--- src/rtl/cc_pkg.sv ---
package cc_pkg;
  typedef enum logic [1:0] {
    MODE_OFF = 2'd0,
    MODE_CAP = 2'd1,
    MODE_CMP = 2'd2,
    MODE_PWM = 2'd3
  } cc_mode_e;

  localparam logic [1:0] ADR_CTRL = 2'd0;
  localparam logic [1:0] ADR_CFG  = 2'd1;
  localparam logic [1:0] ADR_VHI  = 2'd2;
  localparam logic [1:0] ADR_VLO  = 2'd3;

  localparam logic [1:0] ACT_HOLD   = 2'd0;
  localparam logic [1:0] ACT_TOGGLE = 2'd1;
  localparam logic [1:0] ACT_CLEAR  = 2'd2;
  localparam logic [1:0] ACT_SET    = 2'd3;

  typedef struct packed {
    logic      ien;
    logic      maxd;
    logic      tov;
    logic [1:0] act;
    cc_mode_e  mode;
  } cc_ctrl_t;
endpackage

--- src/rtl/cc_edge_detect.sv ---
module cc_edge_detect #(
  parameter int STAGES = 2
) (
  input  logic clk,
  input  logic rst,
  input  logic pin_in,
  output logic rise,
  output logic fall
);
  localparam int CHAIN = STAGES + 1;

  logic [CHAIN-1:0] chain;

  genvar g;
  generate
    for (g = 0; g < CHAIN; g++) begin : g_stage
      if (g == 0) begin : g_first
        always_ff @(posedge clk) begin
          if (rst) chain[0] <= 1'b0;
          else     chain[0] <= pin_in;
        end
      end else begin : g_next
        always_ff @(posedge clk) begin
          if (rst) chain[g] <= 1'b0;
          else     chain[g] <= chain[g-1];
        end
      end
    end
  endgenerate

  assign rise = chain[STAGES-1] & ~chain[STAGES];
  assign fall = ~chain[STAGES-1] & chain[STAGES];
endmodule

--- src/rtl/cc_ctrl_regs.sv ---
module cc_ctrl_regs
  import cc_pkg::*;
(
  input  logic       clk,
  input  logic       rst,
  input  logic       wr,
  input  logic [1:0] addr,
  input  logic [7:0] wdata,
  input  logic       evt,
  output cc_ctrl_t   ctrl,
  output logic       buf_en,
  output logic       flag,
  output logic       irq
);
  logic wr_ctrl;
  logic wr_cfg;

  assign wr_ctrl = wr && (addr == ADR_CTRL);
  assign wr_cfg  = wr && (addr == ADR_CFG);

  always_ff @(posedge clk) begin
    if (rst) begin
      ctrl   <= '0;
      buf_en <= 1'b0;
      flag   <= 1'b0;
      irq    <= 1'b0;
    end else begin
      irq <= ctrl.ien & flag;
      if (wr_ctrl) ctrl <= cc_ctrl_t'(wdata[6:0]);
      if (wr_cfg)  buf_en <= wdata[0];
      if (evt)                     flag <= 1'b1;
      else if (wr_ctrl && wdata[7]) flag <= 1'b0;
    end
  end

  AST_IRQ_FOLLOWS_FLAG: assert property (@(posedge clk) disable iff (rst)
    irq |-> $past(flag));
endmodule

--- src/rtl/cc_value_path.sv ---
module cc_value_path
  import cc_pkg::*;
#(
  parameter int CW         = 16,
  parameter bit HAS_SHADOW = 1'b1
) (
  input  logic          clk,
  input  logic          rst,
  input  logic          wr,
  input  logic [1:0]    addr,
  input  logic [7:0]    wdata,
  input  logic          cap_evt,
  input  logic [CW-1:0] cnt_val,
  input  logic          cnt_ovf,
  input  logic          buf_en,
  output logic [CW-1:0] chan_val,
  output logic [CW-1:0] cmp_val,
  output logic          lock
);
  localparam int HW = CW - 8;

  logic wr_hi;
  logic wr_lo;

  assign wr_hi = wr && (addr == ADR_VHI);
  assign wr_lo = wr && (addr == ADR_VLO);

  always_ff @(posedge clk) begin
    if (rst) begin
      chan_val <= '1;
      lock     <= 1'b0;
    end else if (cap_evt) begin
      chan_val <= cnt_val;
    end else if (wr_hi) begin
      chan_val[CW-1:8] <= wdata[HW-1:0];
      lock             <= 1'b1;
    end else if (wr_lo) begin
      chan_val[7:0] <= wdata;
      lock          <= 1'b0;
    end
  end

  generate
    if (HAS_SHADOW) begin : g_shadow
      logic [CW-1:0] shadow;

      always_ff @(posedge clk) begin
        if (rst)                  shadow <= '1;
        else if (cnt_ovf && !lock) shadow <= chan_val;
      end

      assign cmp_val = buf_en ? shadow : chan_val;

      AST_SHADOW_WRAP_ONLY: assert property (@(posedge clk) disable iff (rst)
        !cnt_ovf |=> $stable(shadow));
      AST_SHADOW_LOCKED: assert property (@(posedge clk) disable iff (rst)
        lock |=> $stable(shadow));
    end else begin : g_direct
      assign cmp_val = chan_val;
    end
  endgenerate
endmodule

--- src/rtl/cc_out_ctl.sv ---
module cc_out_ctl
  import cc_pkg::*;
#(
  parameter int CW = 16
) (
  input  logic          clk,
  input  logic          rst,
  input  cc_ctrl_t      ctrl,
  input  logic [CW-1:0] cnt_val,
  input  logic [CW-1:0] top_val,
  input  logic          cnt_ovf,
  input  logic [CW-1:0] cmp_val,
  input  logic          lock,
  output logic          pin_out,
  output logic          match
);
  logic cmp_mode;
  logic in_range;
  logic below;
  logic pwm_lvl;

  assign cmp_mode = (ctrl.mode == MODE_CMP) || (ctrl.mode == MODE_PWM);
  assign match    = cmp_mode && !lock && (cnt_val == cmp_val);
  assign in_range = (cmp_val <= top_val);
  assign below    = (cnt_val < cmp_val);
  assign pwm_lvl  = ctrl.maxd | (in_range & below);

  always_ff @(posedge clk) begin
    if (rst) begin
      pin_out <= 1'b0;
    end else begin
      unique case (ctrl.mode)
        MODE_OFF, MODE_CAP: pin_out <= 1'b0;
        MODE_CMP: begin
          if (match) begin
            unique case (ctrl.act)
              ACT_TOGGLE: pin_out <= ~pin_out;
              ACT_CLEAR:  pin_out <= 1'b0;
              ACT_SET:    pin_out <= 1'b1;
              default:    pin_out <= pin_out;
            endcase
          end else if (cnt_ovf && ctrl.tov) begin
            pin_out <= ~pin_out;
          end
        end
        MODE_PWM: if (!lock) pin_out <= pwm_lvl;
        default:  pin_out <= 1'b0;
      endcase
    end
  end

  AST_PWM_FULL_DUTY: assert property (@(posedge clk) disable iff (rst)
    (ctrl.mode == MODE_PWM && ctrl.maxd && !lock) |=> pin_out);
  AST_OFF_DRIVES_LOW: assert property (@(posedge clk) disable iff (rst)
    (ctrl.mode == MODE_OFF || ctrl.mode == MODE_CAP) |=> !pin_out);
endmodule

--- src/rtl/cc_channel.sv ---
module cc_channel
  import cc_pkg::*;
#(
  parameter int CW          = 16,
  parameter int SYNC_STAGES = 2,
  parameter bit HAS_SHADOW  = 1'b1
) (
  input  logic          clk,
  input  logic          rst,
  input  logic [CW-1:0] cnt_val,
  input  logic [CW-1:0] top_val,
  input  logic          cnt_ovf,
  input  logic          pin_in,
  input  logic [1:0]    bus_addr,
  input  logic          bus_wr,
  input  logic [7:0]    bus_wdata,
  output logic [7:0]    bus_rdata,
  output logic          pin_out,
  output logic          irq
);
  cc_ctrl_t      ctrl;
  logic          buf_en;
  logic          flag;
  logic          rise;
  logic          fall;
  logic          cap_evt;
  logic          match;
  logic [CW-1:0] chan_val;
  logic [CW-1:0] cmp_val;
  logic          lock;
  logic [15:0]   val_ext;

  cc_edge_detect #(.STAGES(SYNC_STAGES)) u_edge (
    .clk(clk), .rst(rst), .pin_in(pin_in), .rise(rise), .fall(fall)
  );

  assign cap_evt = (ctrl.mode == MODE_CAP) &&
                   ((ctrl.act[0] && rise) || (ctrl.act[1] && fall));

  cc_ctrl_regs u_regs (
    .clk(clk), .rst(rst), .wr(bus_wr), .addr(bus_addr), .wdata(bus_wdata),
    .evt(cap_evt | match), .ctrl(ctrl), .buf_en(buf_en), .flag(flag), .irq(irq)
  );

  cc_value_path #(.CW(CW), .HAS_SHADOW(HAS_SHADOW)) u_val (
    .clk(clk), .rst(rst), .wr(bus_wr), .addr(bus_addr), .wdata(bus_wdata),
    .cap_evt(cap_evt), .cnt_val(cnt_val), .cnt_ovf(cnt_ovf), .buf_en(buf_en),
    .chan_val(chan_val), .cmp_val(cmp_val), .lock(lock)
  );

  cc_out_ctl #(.CW(CW)) u_out (
    .clk(clk), .rst(rst), .ctrl(ctrl), .cnt_val(cnt_val), .top_val(top_val),
    .cnt_ovf(cnt_ovf), .cmp_val(cmp_val), .lock(lock), .pin_out(pin_out),
    .match(match)
  );

  assign val_ext = 16'(chan_val);

  always_ff @(posedge clk) begin
    if (rst) begin
      bus_rdata <= 8'h00;
    end else begin
      unique case (bus_addr)
        ADR_CTRL: bus_rdata <= {flag, ctrl};
        ADR_CFG:  bus_rdata <= {7'b0, buf_en};
        ADR_VHI:  bus_rdata <= val_ext[15:8];
        default:  bus_rdata <= val_ext[7:0];
      endcase
    end
  end

  AST_CAPTURE_SETS_FLAG: assert property (@(posedge clk) disable iff (rst)
    cap_evt |=> flag);
  AST_LOCK_NO_FLAG: assert property (@(posedge clk) disable iff (rst)
    (lock && !flag && ctrl.mode != MODE_CAP) |=> !flag);
endmodule

--- config.mk ---
export PLATFORM = sky130hd
export DESIGN_NAME = cc_channel
export DESIGN_NICKNAME = d
export VERILOG_FILES = /design/src/rtl/cc_pkg.sv /design/src/rtl/cc_edge_detect.sv /design/src/rtl/cc_ctrl_regs.sv /design/src/rtl/cc_value_path.sv /design/src/rtl/cc_out_ctl.sv /design/src/rtl/cc_channel.sv
export SDC_FILE = /design/constraint.sdc
export NUM_CORES = 1
export LEC_CHECK = 0
export BUFFER_PORTS_ARGS = -buffer_cell sky130_fd_sc_hd__buf_2
export CORE_AREA = 2 2 77 79
export DETAILED_ROUTE_END_ITERATION = 12
export DIE_AREA = 0 0 79 81
export GPL_ROUTABILITY_DRIVEN = 0
export PLACE_DENSITY_LB_ADDON = 0.05
export SYNTH_ARGS = -nofsm -noshare
export SYNTH_HDL_FRONTEND = slang
export SYNTH_SLANG_ARGS = --single-unit
--- constraint.sdc ---
create_clock -name clk -period 4.82 [get_ports clk]
set_input_delay 0.482 -clock clk [delete_from_list [all_inputs] [get_ports clk]]
set_output_delay 0.482 -clock clk [all_outputs]
set_load 0.01 [all_outputs]
# --- Word-level counts from Yosys, hierarchy flattened ---
# Index checks and enable logic that the tools add are counted.
# W data, S select, Z words.
op_classes:
  n_addsub: 0
  mul: 0
  div_mod_pow: 0
  magnitude_cmp: 2
  n_eq_ne: 14
  n_shift: 0
  mux: 15
  bitwise_logic: 10
  n_reduce_logical: 25
op_table:
  columns: ["operator", "n"]
  rows:
  - ["$mux W16", 2]
  - ["$mux W8", 3]
  - ["$pmux W8 S3", 1]
  - ["$eq A16 B16 Y1", 1]
  - ["$le A16 B16 Y1", 1]
  - ["$lt A16 B16 Y1", 1]
  - ["$eq A2 B2 Y1 const B", 6]
  - ["$logic_and A1 B1 Y1", 12]
  - ["$reduce_bool A2 Y1", 4]
  - ["$mux W1", 7]
  - ["$eq A2 B1 Y1 const B", 3]
  - ["$pmux W1 S3", 2]
  - ["$ne A5 B5 Y1 const B", 1]
  - ["$and A1 B1 Y1", 4]
  - ["$logic_not A2 Y1", 2]
  - ["$ne A2 B2 Y1 const B", 2]
  - ["$not A1 Y1", 4]
  - ["$reduce_and A2 Y1", 2]
  - ["$ne A3 B3 Y1 const B", 1]
  - ["$reduce_and A3 Y1", 1]
  - ["$logic_or A1 B1 Y1", 2]
  - ["$or A1 B1 Y1", 2]
  - ["$reduce_or A2 Y1", 1]
  - ["$logic_not A1 Y1", 1]
totals:
  reg_bits: 55
  latchBits: 0
  mem_bits_rw: 0
  rom_bits: 0
  inputBits: 47
  output_inout_bits: 10
  wordCells: 83
  n_memories: 0

# --- Depth between registers and ports, before layout ---
depth:
  word_depth: 7
  mapped_depth: 11
  ltp_nobuf: 9

# --- Hierarchy ---
# Synthesis repeated with hierarchy kept, for this count alone.
unflattened:
  cells_unflattened: 404
  hier_area_um2: 3464.6
modules_own_cells:
  columns: ["mod", "n_inst", "cells_per_inst", "area_each_um2", "seq_area_each_um2"]
  rows:
  - ["cc_value_path", 1, 185, 1576.5, 660.6]
  - ["cc_out_ctl", 1, 131, 957.2, 20.0]
  - ["cc_ctrl_regs", 1, 42, 440.4, 200.2]
  - ["cc_channel", 1, 38, 399.1, 160.2]
  - ["cc_edge_detect", 1, 8, 91.3, 60.1]

# --- Least setup slack after synthesis ---
# Ideal clock, no wire load.
synth_path:
  path_type: "flip-flop to flip-flop"
  startpoint: "register u_regs.buf_en"
  endpoint: "register u_out.pin_out"
  setup_time_ns: 0.079
  arrival_ns: 2.718
  t_required_ns: 4.741
  setup_slack_ns: 2.022
  path_stages_with_launch: 12
  n_path_buf: 2
  synth_period_minus_slack_ns: 2.798
  cell_sequence: "dfxtp_1 -> clkbuf_1 -> buf_2 -> mux2i_1 -> inv_1 -> ha_1 -> nand4b_1 -> nor4_2 -> nand2_1 -> mux2_4 -> o2111a_1 -> a211oi_2"
synth_between:
  elab_chain_len: 6
  word_cells_on_any_way: 13
  cone_classes: "order compare (2); eq/ne (3); mux (4); bitwise (2); reduce/logical (2)"
synth_rtl:
  columns: ["item", "line_no", "rtl"]
  rows:
  - ["from (decl)", "cc_ctrl_regs.sv:11", "output logic buf_en,"]
  - ["from (signal assigned)", "cc_ctrl_regs.sv:30", "if (wr_cfg) buf_en <= wdata[0];"]
  - ["$mux W16 (*)", "cc_value_path.sv:52", "assign cmp_val = buf_en ? shadow : chan_val;"]
  - ["$le A16 B16 Y1 or $lt A16 B16 Y1 (tied branches)", "cc_out_ctl.sv:24, cc_out_ctl.sv:25", null]
  - ["$and A1 B1 Y1", "cc_out_ctl.sv:26", "assign pwm_lvl = ctrl.maxd | (in_range & below);"]
  - ["$or A1 B1 Y1", "cc_out_ctl.sv:26", null]
  - ["$mux W1", "cc_out_ctl.sv:46", "MODE_PWM: if (!lock) pin_out <= pwm_lvl;"]
  - ["$pmux W1 S3", "cc_out_ctl.sv:32", "unique case (ctrl.mode)"]
  - ["to (signal assigned)", "cc_out_ctl.sv:37", "ACT_TOGGLE: pin_out <= ~pin_out;"]
  - ["to (signal assigned)", "cc_out_ctl.sv:40", "default: pin_out <= pin_out;"]
  - ["to (signal assigned)", "cc_out_ctl.sv:46", null]
  - ["to (decl)", "cc_out_ctl.sv:14", "output logic pin_out,"]
# Mark *: on every way between the ends. The rest lies on a longest branch, timed or not. The select of a mux whose other input is x is not followed.
# A chain may end at the register's enable or synchronous reset.

# --- Final worst setup path ---
# Same ends and word-level chain as after synthesis.

==> flow_summary_export.csv <==
group,metric,value,unit
outcome,status,"completed",
logic_synthesis,synth_nets,477,
die,fp-row-count,28,
logic_synthesis,synth.distinct_cells,45,
sta,maxSlewViolCount,0,
die,die_h,81,um
critical_path,arrival,3.36,ns
placement,numPlacedInstances,508,
die,die_area,6400,um^2
clocking,cts_tree,"built",
die,die_x,79,um
clocking,clockRootBuffer,"clkbuf_8",
drt,vias_per_cell,5.67,
worst_hold_path,min_path_type,"input pin to register",
global_route,antenna_found_initial,0,
power,ir_drop,241,uV
sta,rsz0062_at_grt,"no",
job,max_cap_viol_count,0,
critical_path,worstPathMaxFanout,18,
critical_path,crit_path_start_kind,"register",
drt,drtIter0Drc,218,
clocking,cts_made_buffers,5,
sta,finalSetupViolCount,0,
clocking,cts_resized,0,
sta,max-slew-margin-rel,32.4,%
die,initial_core_util,57.8,%
logic_synthesis,yosys_register_bits,55,
cells_and_area,area_delta_synth_final,11.8,%
global_route,grt_pass1_wl,13900,um
critical_path,slowest_delay,1.00,ns
clocking,clk_pin_slew,0.10,ns
die,io_pins,57,
global_route,grt_max_degree,56,
sta,fin_worst_skew,0.0183,ns
logic_synthesis,yosysWarningCount,0,
drt,routedWlPerCell,16.3,um
global_route,grt_pass1_vias,2889,
cells_and_area,layout.nets,520,
clocking,clock-sinks,55,
power,p_per_area,252,nW/um^2
power,p_leak,1.67,nW
cells_and_area,nFillCells,533,
clocking,cts_setup_buffers,0,
cells_and_area,final_cell_mix,"62 x nand2_1, 56 x buf_2, 55 x dfxtp_1",
cells_and_area,stdcell_count,516,
drt,vias,2927,
logic_synthesis,syn_area_per_cell,8.27,um^2
clocking,cts.htree.levels,2,
logic_synthesis,synth_top_flop_cell,"dfxtp_1",
clocking,cts_buffer_depth,2,
placement,dpl.hpwl,6550,um
drt,ant_nets,0,
clocking,clk_latency,0.32,ns
critical_path,critPathSlowestCell,"dfxtp_1",
drt,dr.pass1.iters,5,
logic_synthesis,yosys.area.top_type_share,33.5,%
sta,period_needed,3.13,ns
logic_synthesis,async_flop_share,0,%
sta,post-route-period-util,64.9,%
logic_synthesis,yosys.area.top_type,"dfxtp_1",
logic_synthesis,yosysSeqAreaShare,33.5,%
global_route,globalRouteOverflowTotal,0,
sta,worst_slew_pin_slew,1.01,ns
cells_and_area,n_antenna_cell,0,
die,core_area,5680,um^2
critical_path,crit_type,"register to register",
critical_path,worstPathCellList,"mux2i_1 > ha_1 > nand4_1 > nor4_2 > nand2_1 > mux2_4 > o2111a_1 > a211oi_2",
drt,drc,0,
clocking,postCtsHoldBufs,0,
cells_and_area,drive_gt1_share,17.5,%
logic_synthesis,syn_inst,397,
sta,tns,0,ns
logic_synthesis,synth_edf_count,0,
cells_and_area,final_common_cell,"nand2_1",
placement,portBuffers,56,
critical_path,crit_required,5.05,ns
drt,wl,8400,um
logic_synthesis,synthTopCellsByArea,"dfxtp_1 34%, ha_1 13%, nand2_1 7.1%",
sta,finalHoldViolCount,0,
critical_path,end_kind,"register",
sta,fmax,320,MHz
global_route,grt_use_total,28.3,%
logic_synthesis,syn-cell-area,3280,um^2
## synthesized netlist by cell type (2+ instances only)
library cell	n
nand2_1	62
dfxtp_1	55
inv_1	35
nor2_1	34
ha_1	33
a21oi_1	20
nand3b_1	18
mux2i_1	17
a211oi_1	15
o21bai_1	15
clkbuf_1	14
nor2b_1	14
a22oi_1	7
mux2_2	7
nand4_1	7
o21ai_1	5
buf_2	4
nand3_1	3
a2111oi_0	2
a221oi_1	2
buf_1	2
nand2b_1	2
o21ai_0	2
## registers in the layout, summed over array words and instances, names as in the netlist
name                   count
u_regs.flag                1
u_regs.ctrl                7
u_val.lock                 1
u_val.g_shadow.shadow     16
u_out.pin_out              1
bus_rdata                  8
u_regs.irq                 1
u_edge.chain               3
u_regs.buf_en              1
u_val.chan_val            16
## cell type report
class | count | area [um^2] | share of cell area (%)
clock buffers | 5 | 68.8 | 1.88
clock inverters | 3 | 23.8 | 0.648
inverters | 35 | 131 | 3.58
multi-input cells | 287 | 1970 | 53.7
flip-flops and latches | 55 | 1100 | 30.0
well taps | 75 | 93.8 | 2.56
repair buffers | 56 | 280 | 7.64
## logic make-up after synthesis
family / Yosys count / synth area share [%]
simple gates: 149 / 22.1
compound gates: 79 / 16.6
buf+inv: 55 / 6.44
flops: 55 / 33.5
fa+ha+maj: 33 / 12.6
mux: 26 / 8.73
## critical path: cells and delay by family, from the launching register on
family	cells	cell delay, ns
fa+ha+maj	1	0.38
mux	2	0.64
simple gates	3	0.66
flops	1	1.00
compound gates	2	0.37
## power breakdown
part	internal [mW]	switching, mW	leakage [nW]
clock network	0.105	0.161	0.0461
registers	0.477	0.0188	0.452
logic	0.0730	0.0916	1.18
## per-stage QoR
stage	area [um^2]	total power, mW	setup WS [ns]	hold slack [ns]	utilization [%]
after global placement	3580	0.666	1.79	0.417	63.0
after floorplan	3280	0.610	2.02	0.414	-
after detailed placement	3580	0.670	1.72	0.429	63.0
after global routing	3670	0.974	1.44	0.416	64.7
after CTS	3670	0.927	1.69	0.381	64.7
final	3670	0.926	1.69	0.385	64.7
## worst paths after layout
check	startpoint	to	cells past startpoint	slack, ns
min reg2reg	u_edge.chain[0]$_SDFF_PP0_	u_edge.chain[1]$_SDFF_PP0_	1	0.45
max reg2reg	u_regs.buf_en$_SDFFE_PP0P_	u_out.pin_out$_SDFFE_PP0P_	8	1.69
max	u_regs.buf_en$_SDFFE_PP0P_	u_out.pin_out$_SDFFE_PP0P_	8	1.69
min	pin_in	u_edge.chain[0]$_SDFF_PP0_	2	0.39
## routing by layer
layer / share of wire, % / GRT usage (%) / vias to the layer above
li1: - / - / 1462
met1: 44 / 36.1 / 1361
met2: 48 / 49.4 / 87
met3: 5.3 / 4.78 / 17
met4: 2.2 / 8.10 / 0
met5: 0 / 0 / -
(Power assumes the default switching activity.)
